==> src/rtl/gei_pkg.sv <==
package gei_pkg;

  typedef enum logic [1:0] {
    TRIG_NONE = 2'b00,
    TRIG_FALL = 2'b01,
    TRIG_RISE = 2'b10,
    TRIG_BAD  = 2'b11
  } trig_e;

  localparam logic [1:0] ADDR_TRIG  = 2'd0;
  localparam logic [1:0] ADDR_STAT  = 2'd1;
  localparam logic [1:0] ADDR_LEVEL = 2'd2;

endpackage

==> src/rtl/gei_sync_edge.sv <==
module gei_sync_edge #(
  parameter int NUM_IN      = 4,
  parameter int SYNC_STAGES = 2
) (
  input  logic              clk,
  input  logic              rst,
  input  logic [NUM_IN-1:0] pins_in,
  output logic [NUM_IN-1:0] level,
  output logic [NUM_IN-1:0] rise_ev,
  output logic [NUM_IN-1:0] fall_ev
);

  localparam int LAST = SYNC_STAGES - 1;

  logic [NUM_IN-1:0] chain [SYNC_STAGES];
  logic [NUM_IN-1:0] prev_q;

  always_ff @(posedge clk) begin
    if (rst) chain[0] <= '0;
    else     chain[0] <= pins_in;
  end

  for (genvar s = 1; s < SYNC_STAGES; s++) begin : g_stage
    always_ff @(posedge clk) begin
      if (rst) chain[s] <= '0;
      else     chain[s] <= chain[s-1];
    end
  end

  always_ff @(posedge clk) begin
    if (rst) prev_q <= '0;
    else     prev_q <= chain[LAST];
  end

  assign level   = chain[LAST];
  assign rise_ev = chain[LAST] & ~prev_q;
  assign fall_ev = ~chain[LAST] & prev_q;

endmodule

==> src/rtl/gei_edge_latch.sv <==
module gei_edge_latch #(
  parameter int NUM_IN = 4
) (
  input  logic              clk,
  input  logic              rst,
  input  logic [NUM_IN-1:0] rise_ev,
  input  logic [NUM_IN-1:0] fall_ev,
  input  logic [NUM_IN-1:0] clr,
  output logic [NUM_IN-1:0] rise_q,
  output logic [NUM_IN-1:0] fall_q
);

  always_ff @(posedge clk) begin
    if (rst) begin
      rise_q <= '0;
      fall_q <= '0;
    end else begin
      rise_q <= rise_ev | (rise_q & ~clr);
      fall_q <= fall_ev | (fall_q & ~clr);
    end
  end

  for (genvar i = 0; i < NUM_IN; i++) begin : g_chk
    p_clear_rise_r5: assert property (@(posedge clk) disable iff (rst)
      (clr[i] && !rise_ev[i]) |=> !rise_q[i]);
    p_clear_fall_r5: assert property (@(posedge clk) disable iff (rst)
      (clr[i] && !fall_ev[i]) |=> !fall_q[i]);
    p_edge_wins_r7: assert property (@(posedge clk) disable iff (rst)
      (rise_ev[i] && clr[i]) |=> rise_q[i]);
    p_hold_r6: assert property (@(posedge clk) disable iff (rst)
      (!clr[i] && rise_q[i]) |=> rise_q[i]);
  end

endmodule

==> src/rtl/gei_trig_select.sv <==
module gei_trig_select
  import gei_pkg::*;
#(
  parameter int NUM_IN = 4
) (
  input  logic [2*NUM_IN-1:0] trig_cfg,
  input  logic [NUM_IN-1:0]   rise_q,
  input  logic [NUM_IN-1:0]   fall_q,
  output logic [NUM_IN-1:0]   vis
);

  for (genvar i = 0; i < NUM_IN; i++) begin : g_sel
    trig_e code;
    assign code = trig_e'(trig_cfg[2*i +: 2]);
    always_comb begin
      unique case (code)
        TRIG_FALL: vis[i] = fall_q[i];
        TRIG_RISE: vis[i] = rise_q[i];
        default:   vis[i] = 1'b0;
      endcase
    end
  end

endmodule

==> src/rtl/gpio_edge_irq.sv <==
module gpio_edge_irq
  import gei_pkg::*;
#(
  parameter int NUM_IN      = 4,
  parameter int DATA_W      = 8,
  parameter int ADDR_W      = 2,
  parameter int SYNC_STAGES = 2
) (
  input  logic              clk,
  input  logic              rst,
  input  logic              bus_wr,
  input  logic              bus_rd,
  input  logic [ADDR_W-1:0] bus_addr,
  input  logic [DATA_W-1:0] bus_wdata,
  output logic [DATA_W-1:0] bus_rdata,
  input  logic [NUM_IN-1:0] pins_in,
  output logic              irq_out
);

  localparam int CFG_W = 2 * NUM_IN;

  logic [CFG_W-1:0]  trig_q;
  logic [NUM_IN-1:0] level, rise_ev, fall_ev, rise_q, fall_q, vis, clr;
  logic [DATA_W-1:0] rd_next;
  logic              irq_q;

  gei_sync_edge #(.NUM_IN(NUM_IN), .SYNC_STAGES(SYNC_STAGES)) u_sync (
    .clk(clk), .rst(rst), .pins_in(pins_in),
    .level(level), .rise_ev(rise_ev), .fall_ev(fall_ev)
  );

  gei_edge_latch #(.NUM_IN(NUM_IN)) u_latch (
    .clk(clk), .rst(rst), .rise_ev(rise_ev), .fall_ev(fall_ev),
    .clr(clr), .rise_q(rise_q), .fall_q(fall_q)
  );

  gei_trig_select #(.NUM_IN(NUM_IN)) u_sel (
    .trig_cfg(trig_q), .rise_q(rise_q), .fall_q(fall_q), .vis(vis)
  );

  assign clr = (bus_wr && bus_addr == ADDR_W'(ADDR_STAT)) ? bus_wdata[NUM_IN-1:0] : '0;

  always_ff @(posedge clk) begin
    if (rst)
      trig_q <= '0;
    else if (bus_wr && bus_addr == ADDR_W'(ADDR_TRIG))
      trig_q <= bus_wdata[CFG_W-1:0];
  end

  always_comb begin
    rd_next = '0;
    unique case (bus_addr)
      ADDR_W'(ADDR_TRIG):  rd_next[CFG_W-1:0]  = trig_q;
      ADDR_W'(ADDR_STAT):  rd_next[NUM_IN-1:0] = vis;
      ADDR_W'(ADDR_LEVEL): rd_next[NUM_IN-1:0] = level;
      default:             rd_next = '0;
    endcase
  end

  always_ff @(posedge clk) begin
    if (rst)         bus_rdata <= '0;
    else if (bus_rd) bus_rdata <= rd_next;
  end

  always_ff @(posedge clk) begin
    if (rst) irq_q <= 1'b0;
    else     irq_q <= |vis;
  end

  assign irq_out = irq_q;

  p_irq_rise_r4: assert property (@(posedge clk) disable iff (rst)
    (|vis) |=> irq_out);
  p_irq_fall_r4: assert property (@(posedge clk) disable iff (rst)
    !(|vis) |=> !irq_out);
  p_trig_hold_r1: assert property (@(posedge clk) disable iff (rst)
    !bus_wr |=> $stable(trig_q));

endmodule

==> config.mk <==
export PLATFORM = sky130hd
export DESIGN_NAME = gpio_edge_irq
export DESIGN_NICKNAME = d
export VERILOG_FILES = /design/src/rtl/gei_pkg.sv /design/src/rtl/gei_sync_edge.sv /design/src/rtl/gei_edge_latch.sv /design/src/rtl/gei_trig_select.sv /design/src/rtl/gpio_edge_irq.sv
export SDC_FILE = /design/constraint.sdc
export NUM_CORES = 1
export LEC_CHECK = 0
export CORE_MARGIN = 2
export CORE_UTILIZATION = 45
export DETAILED_ROUTE_END_ITERATION = 7
export PLACE_DENSITY_LB_ADDON = 0.25
export SLEW_MARGIN = 25
export SYNTH_ARGS = -nofsm -noshare
export SYNTH_HDL_FRONTEND = slang
export SYNTH_SLANG_ARGS = --single-unit
==> constraint.sdc <==
create_clock -name clk -period 1.66 [get_ports clk]
set_clock_uncertainty 0.05 [all_clocks]
set_input_delay 0.332 -clock clk [delete_from_list [all_inputs] [get_ports clk]]
set_output_delay 0.332 -clock clk [all_outputs]
set_load 0.02 [all_outputs]
==> results.json, run 1 <==
{
  "status": "completed",
  "synth_top_area_share": 0.4589,
  "synth_top_cell_by_area": "dfxtp_1",
  "diodes": 0,
  "ir_drop_mv": 0.4326,
  "dp_hpwl_um": 2382,
  "fin_hold_ws_ns": 0.3898,
  "cp.arrival_ns": 1.03,
  "hold_path_depth": 1,
  "cpPeakStageDelay_ns": 0.34,
  "ys_ff_latch": 37,
  "critPathKind": "reg -> out",
  "grt_max_degree": 30,
  "ant_nets": 0,
  "num_rows": 21,
  "yosysWarningCount": 0,
  "synth_common_cells": "dfxtp_1, nor2b_1, nor2_1, a21oi_1, mux2i_1",
  "vias": 1194,
  "routed_wl_um": 3139,
  "wl_per_cell_um": 12.92,
  "p_sw_mw": 0.3675,
  "busiest_layer": "met2",
  "p_comb_frac": 0.115,
  "crit_required_ns": 1.28,
  "yosysSeqAreaShare": 0.4589,
  "area.growth.synth_to_final_pct": 23.72,
  "internal_power_mw": 1.182,
  "placeableCoreArea_um2": 3390,
  "seqCellArea_um2": 740.7,
  "htree_levels": 2,
  "synth.avg_cell_area_um2": 9.842,
  "fp.dieW_um": 63.89,
  "setup-violations-final": 0,
  "final_hold_viol_count": 0,
  "grt_pass1_wl_um": 5671,
  "cpMaxStageDelayCell": "dfxtp_1",
  "dieArea_um2": 4082,
  "place.gp.congestion": 0.7774,
  "fmax_ghz": 0.7063,
  "viasPerCell": 4.914,
  "first_pass_iters": 4,
  "worstReg2RegEnd": "bus_rdata[1]",
  "grt_pass1_vias": 1293,
  "overflow": 0,
  "cts.sinks": 37,
  "worstSetupPathDepth": 1,
  "pin_count": 27,
  "finalCriticalPeriod_ns": 1.416,
  "grt_use_met1": 0.2093,
  "root_buffer": "clkbuf_4",
  "ctsHoldBuffers": 0,
  "tritoncts": "done",
  "dp_worst_setup_slack_ns": -0.03771,
  "rrSetupSlack_ns": 0.30,
  "tightest_slew_ns": 0.3036,
  "initial_utilization": 0.4762,
  "synth-edff-count": 0,
  "critPathBufInv": 1,
  "rsz0062_at_grt": "no",
  "cts_buffer_depth": 2,
  "drt_iter0_drc": 79,
  "cts_buffers": 5,
  "min_from": "u_sync.chain[0][0]",
  "sw_frac_of_total": 0.2372,
  "met3_usage": 0.06514,
  "holdCritPathClass": "reg -> reg",
  "end_kind": "output pin",
  "timing.rr.start": "trig_q[2]",
  "power_density_nw_per_um2": 776.1,
  "min_period_over_period": 0.8529,
  "synth.most_common_cell": "dfxtp_1",
  "cp_max_fo": 2,
  "synth_area_um2": 1614,
  "fin_ws_ns": 0.2442,
  "drcViolationCount": 0,
  "portBuffers": 26,
  "synth_nets": 190,
  "fin_nets": 222,
  "max_slew_margin": 0.7976,
  "multi_input_area_um2": 782.0,
  "p_leak_nw": 0.7947,
  "ys_types": 21,
  "synthArstFlopShare": 0,
  "dieHeight_um": 63.89,
  "grt_use_met2": 0.2995,
  "cap_violations": 0,
  "min_to": "u_sync.chain[1][0]",
  "clkLatencyLatePin_ns": 0.35,
  "fillCellCount": 298,
  "crit_family": "flip-flops",
  "drv_slew": 0,
  "cp-start-kind": "flop",
  "yosys-top-cells-area": "dfxtp_1, nor2b_1, mux2i_1",
  "synthCells": 164,
  "drive_gt1_frac": 0.1015,
  "clk_pin_slew_ns": 0.11,
  "grt_antenna_before_repair": 0,
  "power_mw": 1.550,
  "crit_chain": "dlygate4sd2_1",
  "reg2regPathDepth": 4,
  "ys.flop_type": "dfxtp_1",
  "power_frac_clock": 0.284,
  "grt.total_usage": 0.1803,
  "seqPwrFrac": 0.602
}
==> what timing repair did <==
action                                  4_1_cts  5_1_grt
setup buffers                                 0        0
endpoints found under the setup margin        8        1
gates resized for setup                       8        1
==> sequential cells by signal, summed over array words and instances (netlist names) <==
signal,flops
bus_rdata,8
trig_q,8
u_sync.chain,8
u_latch.fall_q,4
u_latch.rise_q,4
u_sync.prev_q,4
irq_out,1
==> cell usage in the layout (no fill, tap or decap) <==
cell type        instances
nor3b_2                  1
inv_1                    8
nor2_1                  20
o21ai_1                  4
dlygate4sd2_1            8
nor2_2                   1
buf_12                   2
clkdlybuf4s50_1         17
clkbuf_1                 3
nor2b_1                 24
a21oi_1                 13
a22oi_1                  4
a21bo_2                  1
mux2i_1                 12
nor4b_2                  4
nand2b_1                 4
a31oi_1                  4
ha_1                     8
o22a_1                   2
dlymetal6s2s_1           1
dfxtp_1                 37
o21a_1                   4
clkbuf_4                 5
nand4b_1                 4
buf_4                    6
==> worst max-delay path by stage <==
stage / start / slack, ns / end
6_report: bus_rdata[2] / 0.24 / bus_rdata[2]
5_1_grt: bus_rdata[5] / 0.17 / bus_rdata[5]
4_1_cts: irq_out / 0.001 / irq_out
3_5_place_dp: bus_addr[1] / -0.04 / bus_rdata[2]
3_3_place_gp: bus_addr[1] / -0.04 / bus_rdata[3]
2_1_floorplan: trig_q[4] / 0.46 / bus_rdata[2]
==> metrics by stage <==
stage	area (um^2)	util	cells	TNS, ns
detailed placement	1956	0.5770	235	-0.1404
CTS	1994	0.5884	243	0
global placement	1956	0.5770	235	-0.1368
finish	1997	0.5891	243	0
global route	1997	0.5891	243	0
floorplan	1614	-	164	0
==> final cells by class <==
cell class | instances | share of cell area
timing repair buffer | 34 | 0.1692
sequential | 37 | 0.3709
tap | 46 | 0.02882
multi-input combinational | 110 | 0.3916
clock buffer | 8 | 0.02444
inverter | 8 | 0.01504
==> per-layer routing <==
layer	up-vias	wire, um
met5	-	0
met4	0	72
met3	9	157
met2	24	1521
met1	537	1387
li1	624	-
==> power by group through the flow <==
| stage | sequential, mW | clock (mW) | combinational, mW |
|---|---|---|---|
| floorplan | 0.950 | 0 | 0.0998 |
| global placement | 0.953 | 0 | 0.175 |
| detailed placement | 0.953 | 0 | 0.180 |
| CTS | 0.933 | 0.467 | 0.180 |
| global route | 0.937 | 0.501 | 0.197 |
| finish | 0.933 | 0.439 | 0.178 |
==> cell families after synthesis <==
kind of cell,after synthesis,share of synthesized area
compound gates,32,0.1225
fa+ha+maj,8,0.06202
buf+inv,17,0.05659
flops,37,0.4589
mux,12,0.07442
simple gates,58,0.2256
No activity file was read; power rests on OpenSTA's default activity.
==> run 2, diff against run 1 <==
--- a/config.mk
+++ b/config.mk
@@ -13,3 +13,4 @@
 export SYNTH_ARGS = -nofsm -noshare
 export SYNTH_HDL_FRONTEND = slang
 export SYNTH_SLANG_ARGS = --single-unit
+export TNS_END_PERCENT = 10
==> results of run 2 <==
Final layout, timing and power as in run 1 (identical DEF).
